## src/rtl/uart_rx_pkg.sv

```systemverilog
package uart_rx_pkg;

  localparam int unsigned FL_DR  = 0;
  localparam int unsigned FL_FER = 1;
  localparam int unsigned FL_PER = 2;
  localparam int unsigned FL_BRK = 3;
  localparam int unsigned FL_OVR = 4;
  localparam int unsigned FL_N   = 5;

  typedef enum logic [2:0] {
    S_IDLE,
    S_START,
    S_DATA,
    S_PAR,
    S_STOP
  } rx_state_e;

  typedef struct packed {
    logic [7:0] data;
    logic       fer;
    logic       per;
    logic       brk;
  } rx_frame_t;

  // RTS level: code 0 -> 15, code 1 -> 1, others -> 2*code
  function automatic int rts_level(input logic [2:0] sel);
    if (sel == 3'd0)      return 15;
    else if (sel == 3'd1) return 1;
    else                  return 2 * int'(sel);
  endfunction

  // fill flag level: 1, 4, 8, 14
  function automatic int fill_level(input logic [1:0] sel);
    case (sel)
      2'd0:    return 1;
      2'd1:    return 4;
      2'd2:    return 8;
      default: return 14;
    endcase
  endfunction

endpackage

```

## src/rtl/uart_rx_deframe.sv

```systemverilog
module uart_rx_deframe
  import uart_rx_pkg::*;
#(
  parameter int OSR = 16
) (
  input  logic      clk,
  input  logic      rst_n,
  input  logic      en,
  input  logic      tick,
  input  logic      rxd,
  input  logic      par_en,
  input  logic      par_odd,
  output logic      frm_valid,
  output rx_frame_t frm
);

  localparam int DW  = 8;
  localparam int OSW = $clog2(OSR);
  localparam int BW  = $clog2(DW);
  localparam logic [OSW-1:0] OS_LAST = OSW'(OSR - 1);
  localparam logic [OSW-1:0] OS_HALF = OSW'(OSR / 2 - 1);
  localparam logic [BW-1:0]  BIT_LAST = BW'(DW - 1);

  logic [1:0]     sync_q;
  logic           rx_s;
  rx_state_e      st_q, st_n;
  logic [OSW-1:0] os_q, os_n;
  logic [BW-1:0]  bit_q, bit_n;
  logic [DW-1:0]  sh_q, sh_n;
  logic           par_q, par_n;
  logic           armed_q, armed_n;
  logic           valid_q, valid_n;
  rx_frame_t      frm_q, frm_n;

  assign rx_s = sync_q[1];

  always_comb begin
    st_n    = st_q;
    os_n    = os_q;
    bit_n   = bit_q;
    sh_n    = sh_q;
    par_n   = par_q;
    armed_n = armed_q;
    valid_n = 1'b0;
    frm_n   = frm_q;
    if (!en) begin
      st_n    = S_IDLE;
      armed_n = 1'b0;
    end else if (tick) begin
      case (st_q)
        S_IDLE: begin
          if (rx_s) begin
            armed_n = 1'b1;
          end else if (armed_q) begin
            st_n = S_START;
            os_n = '0;
          end
        end
        S_START: begin
          if (os_q == OS_HALF) begin
            os_n  = '0;
            bit_n = '0;
            st_n  = rx_s ? S_IDLE : S_DATA;
          end else begin
            os_n = os_q + 1'b1;
          end
        end
        S_DATA: begin
          if (os_q == OS_LAST) begin
            os_n = '0;
            sh_n = {rx_s, sh_q[DW-1:1]};
            if (bit_q == BIT_LAST) st_n = par_en ? S_PAR : S_STOP;
            else                   bit_n = bit_q + 1'b1;
          end else begin
            os_n = os_q + 1'b1;
          end
        end
        S_PAR: begin
          if (os_q == OS_LAST) begin
            os_n  = '0;
            par_n = rx_s;
            st_n  = S_STOP;
          end else begin
            os_n = os_q + 1'b1;
          end
        end
        S_STOP: begin
          if (os_q == OS_LAST) begin
            valid_n    = 1'b1;
            frm_n.data = sh_q;
            frm_n.fer  = ~rx_s;
            frm_n.per  = par_en && (par_q != ((^sh_q) ^ par_odd));
            frm_n.brk  = (sh_q == '0) && !rx_s;
            st_n       = S_IDLE;
            armed_n    = 1'b0;
          end else begin
            os_n = os_q + 1'b1;
          end
        end
        default: st_n = S_IDLE;
      endcase
    end
  end

  always_ff @(posedge clk or negedge rst_n) begin
    if (!rst_n) begin
      sync_q  <= 2'b11;
      st_q    <= S_IDLE;
      os_q    <= '0;
      bit_q   <= '0;
      sh_q    <= '0;
      par_q   <= 1'b0;
      armed_q <= 1'b0;
      valid_q <= 1'b0;
      frm_q   <= '0;
    end else begin
      sync_q  <= {sync_q[0], rxd};
      st_q    <= st_n;
      os_q    <= os_n;
      bit_q   <= bit_n;
      sh_q    <= sh_n;
      par_q   <= par_n;
      armed_q <= armed_n;
      valid_q <= valid_n;
      frm_q   <= frm_n;
    end
  end

  assign frm_valid = valid_q;
  assign frm       = frm_q;

endmodule

```

## src/rtl/uart_rx_fifo.sv

```systemverilog
module uart_rx_fifo #(
  parameter int DEPTH = 16,
  parameter int W     = 8
) (
  input  logic                       clk,
  input  logic                       rst_n,
  input  logic                       push,
  input  logic [W-1:0]               wdata,
  input  logic                       pop,
  output logic [W-1:0]               rdata,
  output logic [$clog2(DEPTH+1)-1:0] count,
  output logic                       full
);

  localparam int AW = $clog2(DEPTH);
  localparam int CW = $clog2(DEPTH + 1);
  localparam logic [AW-1:0] PTR_LAST = AW'(DEPTH - 1);
  localparam logic [CW-1:0] CNT_FULL = CW'(DEPTH);

  logic [W-1:0]  mem_q [DEPTH];
  logic [AW-1:0] wp_q, wp_n, rp_q, rp_n;
  logic [CW-1:0] cnt_q, cnt_n;
  logic          push_e, pop_e;

  assign full   = (cnt_q == CNT_FULL);
  assign push_e = push && !full;
  assign pop_e  = pop && (cnt_q != '0);

  always_comb begin
    wp_n  = wp_q;
    rp_n  = rp_q;
    cnt_n = cnt_q;
    if (push_e) wp_n = (wp_q == PTR_LAST) ? '0 : wp_q + 1'b1;
    if (pop_e)  rp_n = (rp_q == PTR_LAST) ? '0 : rp_q + 1'b1;
    case ({push_e, pop_e})
      2'b10:   cnt_n = cnt_q + 1'b1;
      2'b01:   cnt_n = cnt_q - 1'b1;
      default: cnt_n = cnt_q;
    endcase
  end

  always_ff @(posedge clk or negedge rst_n) begin
    if (!rst_n) begin
      wp_q  <= '0;
      rp_q  <= '0;
      cnt_q <= '0;
    end else begin
      wp_q  <= wp_n;
      rp_q  <= rp_n;
      cnt_q <= cnt_n;
    end
  end

  always_ff @(posedge clk) begin
    if (push_e) mem_q[wp_q] <= wdata;
  end

  assign rdata = mem_q[rp_q];
  assign count = cnt_q;

endmodule

```

## src/rtl/uart_rx_ctl.sv

```systemverilog
module uart_rx_ctl
  import uart_rx_pkg::*;
#(
  parameter int CNT_W = 5
) (
  input  logic             clk,
  input  logic             rst_n,
  input  logic             frm_valid,
  input  logic             frm_fer,
  input  logic             frm_per,
  input  logic             frm_brk,
  input  logic [CNT_W-1:0] count,
  input  logic             full,
  input  logic             rx_en,
  input  logic             flow_en,
  input  logic [2:0]       rts_sel,
  input  logic [1:0]       fill_sel,
  input  logic             rx_ie,
  input  logic             err_ie,
  input  logic             sts_rd,
  input  logic             clr,
  input  logic [FL_N-1:0]  clr_mask,
  output logic             push,
  output logic [FL_N-1:0]  flags,
  output logic             fill,
  output logic             rts,
  output logic             irq_rx,
  output logic             irq_err,
  output logic             irq_brk
);

  logic [FL_N-1:0] flg_q, flg_n;
  logic [FL_N-1:0] arm_q, arm_n;
  logic [FL_N-1:0] set_v, clr_v;
  logic            blocked, accept;

  assign blocked = flg_q[FL_BRK] || flg_q[FL_OVR];
  assign accept  = frm_valid && !frm_brk && !blocked;
  assign push    = accept && !full;

  always_comb begin
    set_v         = '0;
    set_v[FL_DR]  = push;
    set_v[FL_FER] = frm_valid && frm_fer;
    set_v[FL_PER] = frm_valid && frm_per;
    set_v[FL_BRK] = frm_valid && frm_brk;
    set_v[FL_OVR] = accept && full;
    clr_v = clr ? (clr_mask & arm_q) : '0;
    flg_n = (flg_q & ~clr_v) | set_v;
    arm_n = clr ? (arm_q & ~clr_mask) : arm_q;
    if (sts_rd) arm_n = flg_q;
  end

  always_ff @(posedge clk or negedge rst_n) begin
    if (!rst_n) begin
      flg_q <= '0;
      arm_q <= '0;
    end else begin
      flg_q <= flg_n;
      arm_q <= arm_n;
    end
  end

  assign flags   = flg_q;
  assign fill    = int'(count) >= fill_level(fill_sel);
  assign rts     = !rx_en || (flow_en && (int'(count) >= rts_level(rts_sel)));
  assign irq_rx  = rx_ie && (flg_q[FL_DR] || fill);
  assign irq_err = (rx_ie || err_ie) && (flg_q[FL_FER] || flg_q[FL_PER]);
  assign irq_brk = (rx_ie || err_ie) && (flg_q[FL_BRK] || flg_q[FL_OVR]);

endmodule

```

## src/rtl/uart_rx_fc.sv

```systemverilog
module uart_rx_fc
  import uart_rx_pkg::*;
#(
  parameter int DEPTH = 16,
  parameter int OSR   = 16
) (
  input  logic                       clk,
  input  logic                       rst_n,
  input  logic                       rxd_i,
  input  logic                       baud_tick_i,
  input  logic                       rx_en_i,
  input  logic                       par_en_i,
  input  logic                       par_odd_i,
  input  logic                       flow_en_i,
  input  logic [2:0]                 rts_sel_i,
  input  logic [1:0]                 fill_sel_i,
  input  logic                       rx_ie_i,
  input  logic                       err_ie_i,
  input  logic                       pop_i,
  output logic [7:0]                 rdata_o,
  output logic [$clog2(DEPTH+1)-1:0] count_o,
  input  logic                       sts_rd_i,
  input  logic                       clr_i,
  input  logic [4:0]                 clr_mask_i,
  output logic [5:0]                 status_o,
  output logic                       rts_o,
  output logic                       irq_rx_o,
  output logic                       irq_err_o,
  output logic                       irq_brk_o
);

  localparam int CNT_W = $clog2(DEPTH + 1);

  logic [1:0]      rst_sync_q;
  logic            rst_int_n;
  logic            frm_valid;
  rx_frame_t       frm;
  logic            fifo_push;
  logic            fifo_full;
  logic [FL_N-1:0] flags;
  logic            fill;

  always_ff @(posedge clk or negedge rst_n) begin
    if (!rst_n) rst_sync_q <= 2'b00;
    else        rst_sync_q <= {rst_sync_q[0], 1'b1};
  end
  assign rst_int_n = rst_sync_q[1];

  uart_rx_deframe #(.OSR(OSR)) deframe_i (
    .clk       (clk),
    .rst_n     (rst_int_n),
    .en        (rx_en_i),
    .tick      (baud_tick_i),
    .rxd       (rxd_i),
    .par_en    (par_en_i),
    .par_odd   (par_odd_i),
    .frm_valid (frm_valid),
    .frm       (frm)
  );

  uart_rx_fifo #(.DEPTH(DEPTH), .W(8)) fifo_i (
    .clk   (clk),
    .rst_n (rst_int_n),
    .push  (fifo_push),
    .wdata (frm.data),
    .pop   (pop_i),
    .rdata (rdata_o),
    .count (count_o),
    .full  (fifo_full)
  );

  uart_rx_ctl #(.CNT_W(CNT_W)) ctl_i (
    .clk       (clk),
    .rst_n     (rst_int_n),
    .frm_valid (frm_valid),
    .frm_fer   (frm.fer),
    .frm_per   (frm.per),
    .frm_brk   (frm.brk),
    .count     (count_o),
    .full      (fifo_full),
    .rx_en     (rx_en_i),
    .flow_en   (flow_en_i),
    .rts_sel   (rts_sel_i),
    .fill_sel  (fill_sel_i),
    .rx_ie     (rx_ie_i),
    .err_ie    (err_ie_i),
    .sts_rd    (sts_rd_i),
    .clr       (clr_i),
    .clr_mask  (clr_mask_i),
    .push      (fifo_push),
    .flags     (flags),
    .fill      (fill),
    .rts       (rts_o),
    .irq_rx    (irq_rx_o),
    .irq_err   (irq_err_o),
    .irq_brk   (irq_brk_o)
  );

  assign status_o = {fill, flags};

endmodule

```

## config.mk

```make
export PLATFORM = sky130hd
export DESIGN_NAME = uart_rx_fc
export DESIGN_NICKNAME = d
export VERILOG_FILES = /design/src/rtl/uart_rx_pkg.sv /design/src/rtl/uart_rx_deframe.sv /design/src/rtl/uart_rx_fifo.sv /design/src/rtl/uart_rx_ctl.sv /design/src/rtl/uart_rx_fc.sv
export SDC_FILE = /design/constraint.sdc
export NUM_CORES = 1
export LEC_CHECK = 0
export CAP_MARGIN = 20
export CORE_AREA = 2 2 175 177
export DETAILED_ROUTE_END_ITERATION = 7
export DIE_AREA = 0 0 177 179
export PLACE_DENSITY_LB_ADDON = 0.1
export SLEW_MARGIN = 10
export SYNTH_ARGS = -nofsm -noshare
export SYNTH_HDL_FRONTEND = slang
export SYNTH_SLANG_ARGS = --single-unit
```

## constraint.sdc

```tcl
create_clock -name clk -period 2.8 [get_ports clk]
set_input_delay 0.56 -clock clk [delete_from_list [all_inputs] [get_ports clk]]
set_output_delay 0.56 -clock clk [all_outputs]
set_load 0.005 [all_outputs]
```

==> impl_metrics.toml, run 1 <==
[synthesis]
synth-main-ff-cell = "edfxtp_1"
synth_top_area_frac = 0.4677
yosys.cell_types.count = 57
synth_seq_area_share = 0.6477
synth.avg_cell_area_um2 = 14.65
synth-async-reset-ratio = 0.3155
syn_area_um2 = 8218
synth_edf_count = 128
synth_commonest_cells = "edfxtp_1 (128), dfrtp_1 (57), nand2_1 (52)"
yosysMostFrequentCell = "edfxtp_1"
yosysWarningCount = 0
yosysTopAreaCell = "edfxtp_1"
ys_ff_latch = 187
syn_nets = 609
synth_cells = 561
synthTopCellsByArea = "edfxtp_1 (47%), dfrtp_1 (17%), mux4_2 (8.8%), ha_1 (3.7%), nand2_1 (2.4%)"

[cts]
htreeDepth = 4
cts_tree = "done"
numCtsBuffers = 17
clkSinkCount = 187
clock_path_buffers = 2
clk_latency_ns = 0.43
clkTransAtPathRegs_ns = 0.08
cts_root_buf = "clkbuf_16"

[routing]
ant_nets = 0
drt-met1-wl_um = 8498
wl_um = 17950
wl_met2_um = 8832
met3_length_um = 467
post_drt_wl_per_cell_um = 16.83
top_layer_used = "met4"
routed_via_density = 4.548
post-route-drc-count = 0
vias = 4853
drt_first_pass_iters = 4
drt_iter0_drc = 181

[run_status]
status = "finished, final reports clean"

[setup_path]
critPathMostFrequentCell = "buf_4"
worstPathBufferInverterCount = 4
rrSetupSlack_ns = 0.22
cp_top_family = "buffers and inverters"
path_cells = "buf_12 -> buf_4 -> mux4_2 -> nor2b_1 -> a211oi_2 -> buf_4 -> a21oi_2 -> buf_2"
crit_path_top_delay_cell = "mux4_2"
end_kind = "primary output"
slowest_delay_ns = 0.49
required_ns = 2.24
crit_type = "reg2out"
cp_data_arrival_time_ns = 2.23
critPathLaunchType = "flip-flop"
crit_path_max_fanout = 6

[pwr]
vdd_drop_max_mv = 0.4327
total_power_w = 0.008307
cellLeakagePower_nw = 3.666
powerDensity_nw_per_um2 = 811.3

[floorplan]
fp.coreArea_um2 = 30030
die_h_um = 179
start_util = 0.2737
row_count = 64
die_w_um = 177
die_area_um2 = 31680
ios = 46

[layout]
n_antenna_cell = 0
nNetsFinal = 706
area_growth_pct = 24.59
drive_gt1_frac = 0.2936
fillers = 2939

[global_routing]
grt_antenna_before_repair = 0
grt.overflow.total = 0
grt_pass1_vias = 5156
grt_start_max_net_pins = 30
grt_util_all_layers = 0.1197
grt_first_pass_wirelength_um = 28570

[placed_design]
portBuffers = 45
place_hpwl_um = 12080
gp_congestion = 0.7459

[sta]
grt_setup_unrepaired = "true"
hold_violations = 0
maxSlewHeadroom = 0.5135
tightest_slew_ns = 0.7298
post-route-period-util = 0.9980
slew_violations = 0
fmax_mhz = 357.9
timing.hold.ws_ns = 0.2776
fin_skew_ns = 0.01609
min_period_ns = 2.794
finalSetupViolations = 0

[flow_run]
cap_violations = 0

[worst_hold_path]
hold_class = "in2async"
metal layers:
layer,global-route usage,vias to the layer above
met1,0.1547,2501
met5,0,-
li1,-,2278
met2,0.2051,66
met4,0.03030,0
met3,0.02460,8
timing repair:
item	4_1_cts	5_1_grt
buffers inserted	14	0
endpoints found under the setup margin	11	12
hold buffers	0	0
gates cloned	2	0
pin swaps	10	11
gates resized for setup	69	21
metrics by stage:
| stage | setup slack (ns) | instance area, µm² | utilization | cells | setup TNS [ns] |
|---|---|---|---|---|---|
| 3_3_place_gp | -0.5458 | 9400 | 0.3130 | 1022 | -1.165 |
| 2_1_floorplan | 0.1818 | 8218 | - | 561 | 0 |
| 3_5_place_dp | -0.5559 | 9400 | 0.3130 | 1022 | -1.190 |
| 5_1_grt | -0.08756 | 10240 | 0.3410 | 1067 | -0.4243 |
| 4_1_cts | -0.1019 | 10240 | 0.3409 | 1069 | -0.2982 |
| 6_report | 0.005536 | 10240 | 0.3410 | 1067 | 0 |
cell families after synthesis:
group                    after synthesis  synth area share
AO/OA/AOI/OAI                         91           0.07369
XOR/XNOR                              13           0.01386
adder cells (fa/ha/maj)               25           0.03898
buffers and inverters                 49           0.03167
flip-flops                           187            0.6477
multiplexers                          47            0.1069
other                                  1         0.0004563
AND/OR/NAND/NOR                      148           0.08678
area by class of cell:
cell class,instances,area (µm²),share of cell area
clock buffers,20,478.0,0.04668
well taps,396,495.5,0.04839
clock inverters,12,117.6,0.01149
inverters,23,86.33,0.008432
multi-input cells,325,2780,0.2715
flip-flops and latches,187,5326,0.5202
repair buffers,104,954.7,0.09324
placed cells by master, fill, tap and decap left out, types with 9 or more instances in the layout:
| cell type | Yosys | layout |
|---|---|---|
| edfxtp_1 | 128 | 128 |
| dfrtp_1 | 57 | 54 |
| nand2_1 | 52 | 52 |
| buf_4 | 2 | 47 |
| mux4_2 | 32 | 32 |
| clkdlybuf4s50_1 | 0 | 32 |
| nor2_1 | 33 | 31 |
| o21ai_0 | 27 | 27 |
| ha_1 | 24 | 22 |
| inv_1 | 22 | 21 |
| clkbuf_16 | 0 | 18 |
| nand3_1 | 13 | 13 |
| xnor2_1 | 10 | 10 |
| nand2_2 | 10 | 10 |
| a211oi_2 | 1 | 9 |
| a21oi_1 | 12 | 9 |
| o21ai_2 | 9 | 9 |
| buf_2 | 7 | 9 |
power breakdown:
group	internal [W]	switching (W)
registers	0.00308	0.000190
logic	0.00149	0.00115
clock network	0.00128	0.00111
total	0.00585	0.00245
sequential cells by signal (all words and copies together), names as in the netlist, 5 cells and up:
name	cells
deframe_i.sh_q	8
ctl_i.arm_q	5
ctl_i.flags	5
fifo_i.count	5
deframe_i.frm	11
fifo_i.mem_q	128
worst paths after layout:
check                                start             endpoint  depth (start not counted)
setup / recovery            fifo_i.rp_q[0]           rdata_o[2]                          8
hold / removal                       rst_n        rst_sync_q[0]                          1
setup reg to reg           fifo_i.count[0]      fifo_i.count[4]                         12
hold reg to reg              rst_sync_q[1]      fifo_i.count[1]                          0
max in group asynchronous    rst_sync_q[1]  deframe_i.sync_q[1]                          1
min in group clk             rst_sync_q[0]        rst_sync_q[1]                          0
(Power assumes the default switching activity.)
==> inputs of run 2 (changes only) <==
--- a/config.mk
+++ b/config.mk
@@ -10,6 +10,7 @@
 export DETAILED_ROUTE_END_ITERATION = 7
 export DIE_AREA = 0 0 177 179
 export PLACE_DENSITY_LB_ADDON = 0.1
+export SKIP_LAST_GASP = 1
 export SLEW_MARGIN = 10
 export SYNTH_ARGS = -nofsm -noshare
 export SYNTH_HDL_FRONTEND = slang
==> impl_metrics.toml, run 2 (synthesis results as in run 1) <==
[setup_path]
path_cells = "buf_12 -> buf_4 -> mux4_2 -> nor2b_1 -> a211oi_2 -> buf_4 -> a21oi_2 -> buf_2"
slowest_delay_ns = 0.49
worstPathBufferInverterCount = 4
critPathLaunchType = "flip-flop"
cp_data_arrival_time_ns = 2.24
crit_path_max_fanout = 6
cp_top_family = "buffers and inverters"
critPathMostFrequentCell = "buf_4"
rrSetupSlack_ns = 0.18
crit_type = "reg2out"
required_ns = 2.24
crit_path_top_delay_cell = "mux4_2"
end_kind = "primary output"

[global_routing]
grt_start_max_net_pins = 30
grt_antenna_before_repair = 0
grt_first_pass_wirelength_um = 28570
grt_use_met2 = 0.2051
grt.overflow.total = 0
top_usage_layer = "met2"
grt_util_all_layers = 0.1197
grt_pass1_vias = 5156
grtUsageMet3 = 0.02460
use_met1 = 0.1547

[sta]
min_period_ns = 2.798
post-route-period-util = 0.9993
fin_ws_ns = 0.001834
maxSlewHeadroom = 0.5155
grt_setup_unrepaired = "true"
slew_violations = 0
tightest_slew_ns = 0.7267
fmax_mhz = 357.4
tns_ns = 0
finalSetupViolations = 0
fin_skew_ns = 0.01617
hold_violations = 0

[layout]
nNetsFinal = 705
final_cell_mix = "edfxtp_1 (128), dfrtp_1 (54), nand2_1 (52)"
final_common_cell = "edfxtp_1"
drive_gt1_frac = 0.2940
largest_reg_flops = 128
n_antenna_cell = 0
regMostFlops = "fifo_i.mem_q"
final_cell_area_um2 = 10210
area_growth_pct = 24.28

[floorplan]
die_w_um = 177
die_h_um = 179
ios = 46
die_area_um2 = 31680
row_count = 64
fp.coreArea_um2 = 30030
start_util = 0.2737

[cts]
cts_tree = "done"
numCtsBuffers = 17
clock_path_buffers = 2
cts_hold_buf = 0
clkSinkCount = 187
cts_root_buf = "clkbuf_16"
clkTransAtPathRegs_ns = 0.08
clk_latency_ns = 0.43
htreeDepth = 4

[pwr]
cellLeakagePower_nw = 3.653
vdd_drop_max_mv = 0.4331
powerDensity_nw_per_um2 = 809.5
total_power_w = 0.008268

[routing]
routed_via_density = 4.539
post-route-drc-count = 0
wl_um = 17930
drt_first_pass_iters = 4
drt_iter0_drc = 166
ant_nets = 0
vias = 4839
post_drt_wl_per_cell_um = 16.82

[placed_design]
gp_congestion = 0.7459
portBuffers = 45
pre_cts_ws_ns = -0.5559
place_hpwl_um = 12080
dpl_cell_area_um2 = 9400

[worst_hold_path]
hold_class = "in2async"

[run_status]
status = "finished, final reports clean"

[flow_run]
cap_violations = 0
## run 2: cell types whose count changed in the layout (fill, tap and decap cells not counted), sizes merged
| cell | change |
|---|---|
| buf | -1 |
## run 2: power by group
group / internal (W) / leakage [nW] / switching (W)
clock network: 0.00128 / 0.299 / 0.00111
logic: 0.00147 / 1.61 / 0.00115
registers: 0.00308 / 1.75 / 0.000184
total: 0.00583 / 3.65 / 0.00244
## run 2: layout make-up
class,count,area [µm²]
clock buffers,20,478.0
clock inverters,12,117.6
fillers,2942,19820
inverters,23,86.33
multi-input cells,325,2775
flip-flops and latches,187,5326
well taps,396,495.5
repair buffers,103,934.6
## run 2: through the flow
stage / instances / utilization / hold slack, ns
CTS: 1069 / 0.3408 / 0.2611
detailed placement: 1022 / 0.3130 / 0.3363
finish: 1066 / 0.3401 / 0.2774
floorplan: 561 / - / 0.2644
global placement: 1022 / 0.3130 / 0.3350
global route: 1066 / 0.3401 / 0.2595
## run 2: worst paths after layout
path / cells after the start / to / startpoint
max reg2reg: 13 / fifo_i.count[4] / fifo_i.count[0]
min: 1 / rst_sync_q[0] / rst_n
max: 8 / rdata_o[2] / fifo_i.rp_q[0]
max in group asynchronous: 1 / deframe_i.sync_q[1] / rst_sync_q[1]
min reg2reg: 0 / fifo_i.count[1] / rst_sync_q[1]
min in group clk: 0 / rst_sync_q[1] / rst_sync_q[0]
## run 2: metal layers
layer / vias up / part of all wire
met1: 2496 / 0.47
met2: 61 / 0.50
li1: 2274 / -
met3: 8 / 0.022
met4: 0 / 0.0087
met5: - / 0
## run 2: worst reg2reg max path: stages (launching register included)
cell	delay, ns
dfrtp_1	0.41
buf_4	0.15
nor4_2	0.33
nand2_1	0.09
and3b_1	0.18
inv_1	0.09
ha_2	0.22
inv_1	0.06
fa_1	0.39
nor2b_1	0.13
o21a_1	0.14
o21a_1	0.12
nor3_2	0.05
xnor2_1	0.13
## run 2: what timing repair did
item                                    in CTS  in global routing
pin swaps                                   10                 11
gates resized for setup                     68                 22
buffers inserted                            14                  0
endpoints found under the setup margin      11                 12
cloned                                       2                  0
==> inputs of run 3 (changes only) <==
--- a/config.mk
+++ b/config.mk
@@ -7,6 +7,7 @@
 export LEC_CHECK = 0
 export CAP_MARGIN = 20
 export CORE_AREA = 2 2 175 177
+export CTS_BUF_LIST = sky130_fd_sc_hd__clkbuf_8
 export DETAILED_ROUTE_END_ITERATION = 7
 export DIE_AREA = 0 0 177 179
 export PLACE_DENSITY_LB_ADDON = 0.1
==> impl_metrics.toml, run 3 (synthesis results as in run 1) <==
[sta]
fin_ws_ns = -0.0009921
post-route-period-util = 1.000
slew_violations = 0
tns_ns = -0.0009921
maxSlewHeadroom = 0.5175
min_period_ns = 2.801
grt_setup_unrepaired = "true"
fmax_mhz = 357.0
fin_skew_ns = 0.02089
hold_violations = 0
tightest_slew_ns = 0.7237
finalSetupViolations = 1

[cts]
htreeDepth = 4
cts_tree = "done"
clkSinkCount = 187
numCtsBuffers = 17
cts_root_buf = "clkbuf_8"
clkTransAtPathRegs_ns = 0.11
clock_path_buffers = 2
cts_hold_buf = 0
clk_latency_ns = 0.46

[routing]
drt_first_pass_iters = 4
ant_nets = 0
post-route-drc-count = 0
drt_iter0_drc = 216
wl_um = 18010
post_drt_wl_per_cell_um = 16.80
routed_via_density = 4.536
vias = 4863

[setup_path]
crit_path_top_delay_cell = "mux4_2"
cp_data_arrival_time_ns = 2.24
path_cells = "buf_12 -> buf_6 -> mux4_2 -> nor2b_4 -> a211oi_2 -> buf_4 -> a21oi_2 -> buf_2"
critPathLaunchType = "flip-flop"
rr_startpoint = "fifo_i.count[1]"
rrSetupSlack_ns = 0.30
reg2reg_to = "fifo_i.count[4]"
setup.worst_path.start = "fifo_i.rp_q[0]"
end_kind = "primary output"
required_ns = 2.24
crit_path_max_fanout = 6
crit_type = "reg2out"
slowest_delay_ns = 0.49
rr_worst_depth = 12

[floorplan]
die_w_um = 177
ios = 46
die_h_um = 179
row_count = 64
fp.coreArea_um2 = 30030
start_util = 0.2737
die_area_um2 = 31680

[global_routing]
grt_first_pass_wirelength_um = 28400
grtUsageMet3 = 0.02502
grt_util_all_layers = 0.1191
grt_start_max_net_pins = 30
top_usage_layer = "met2"
use_met1 = 0.1529
grt.overflow.total = 0
grt_antenna_before_repair = 0
grt_use_met2 = 0.2041
grt_pass1_vias = 5144

[worst_hold_path]
hold_class = "in2async"

[layout]
regMostFlops = "fifo_i.mem_q"
area_growth_pct = 23.25
nNetsFinal = 711
fillers = 2951
n_antenna_cell = 0
final_cell_mix = "edfxtp_1 (128), dfrtp_1 (55), nand2_1 (52)"
final_common_cell = "edfxtp_1"
largest_reg_flops = 128
drive_gt1_frac = 0.3033

[run_status]
violations = "setup timing"
status = "finished, violations left"

[placed_design]
pre_cts_ws_ns = -0.5559
gp_congestion = 0.7459
place_hpwl_um = 12080
portBuffers = 45

[pwr]
vdd_drop_max_mv = 0.4155
powerDensity_nw_per_um2 = 775.6
total_power_w = 0.007855
cellLeakagePower_nw = 3.621

[flow_run]
cap_violations = 0
[run 3: cell types whose count changed in the layout (fill, tap and decap cells not counted), sizes merged]
cell / before / now
buf: 67 / 72
bufinv: 0 / 1
dlygate4sd2: 1 / 2
clkdlybuf4s15: 1 / 0
[run 3: where the power goes]
| part | switching, W | internal [W] |
|---|---|---|
| combinational | 0.00118 | 0.00157 |
| clock | 0.00104 | 0.000797 |
| sequential | 0.000190 | 0.00307 |
| total | 0.00241 | 0.00545 |
[run 3: how the worst max path moves through the flow]
stage | slack, ns | end
3_3_place_gp | -0.55 | irq_rx_o
3_5_place_dp | -0.56 | irq_rx_o
6_report | -0.001 | rdata_o[2]
2_1_floorplan | 0.18 | fifo_i.count[4]
5_1_grt | -0.15 | irq_rx_o
4_1_cts | -0.16 | rdata_o[5]
[run 3: per-stage QoR]
step / hold WS (ns) / std cells / util / instance area (µm²)
after global placement: 0.3350 / 1022 / 0.3130 / 9400
after CTS: 0.2010 / 1069 / 0.3347 / 10050
after global routing: 0.1971 / 1072 / 0.3373 / 10130
after detailed placement: 0.3363 / 1022 / 0.3130 / 9400
after floorplan: 0.2644 / 561 / - / 8218
final: 0.2387 / 1072 / 0.3373 / 10130
[run 3: worst max-delay path, delay by kind of cell, from the launching register on]
kind | cells | cell delay [ns]
AO/OA/AOI/OAI | 2 | 0.19
buffers and inverters | 4 | 0.54
flip-flops | 1 | 0.43
multiplexers | 1 | 0.49
AND/OR/NAND/NOR | 1 | 0.14
[run 3: layer usage]
layer	vias up	wire length (µm)
met3	8	491
met4	0	150
li1	2286	-
met1	2499	8454
met2	70	8912
met5	-	0
[run 3: timing repair]
action	CTS	global route
endpoints found under the setup margin	11	12
endpoints found under the hold margin	0	0
pin swaps	10	14
cloned	2	1
buffers inserted	14	5
resized for setup	70	27
[run 3: area by class of cell]
class / count / area, µm² / share of cell area
clock buffers: 19 / 261.5 / 0.02582
clock inverters: 13 / 147.6 / 0.01458
inverters: 23 / 86.33 / 0.008524
multi-input cells: 325 / 2805 / 0.2770
flip-flops and latches: 187 / 5325 / 0.5258
well taps: 396 / 495.5 / 0.04892
repair buffers: 109 / 1007 / 0.09944
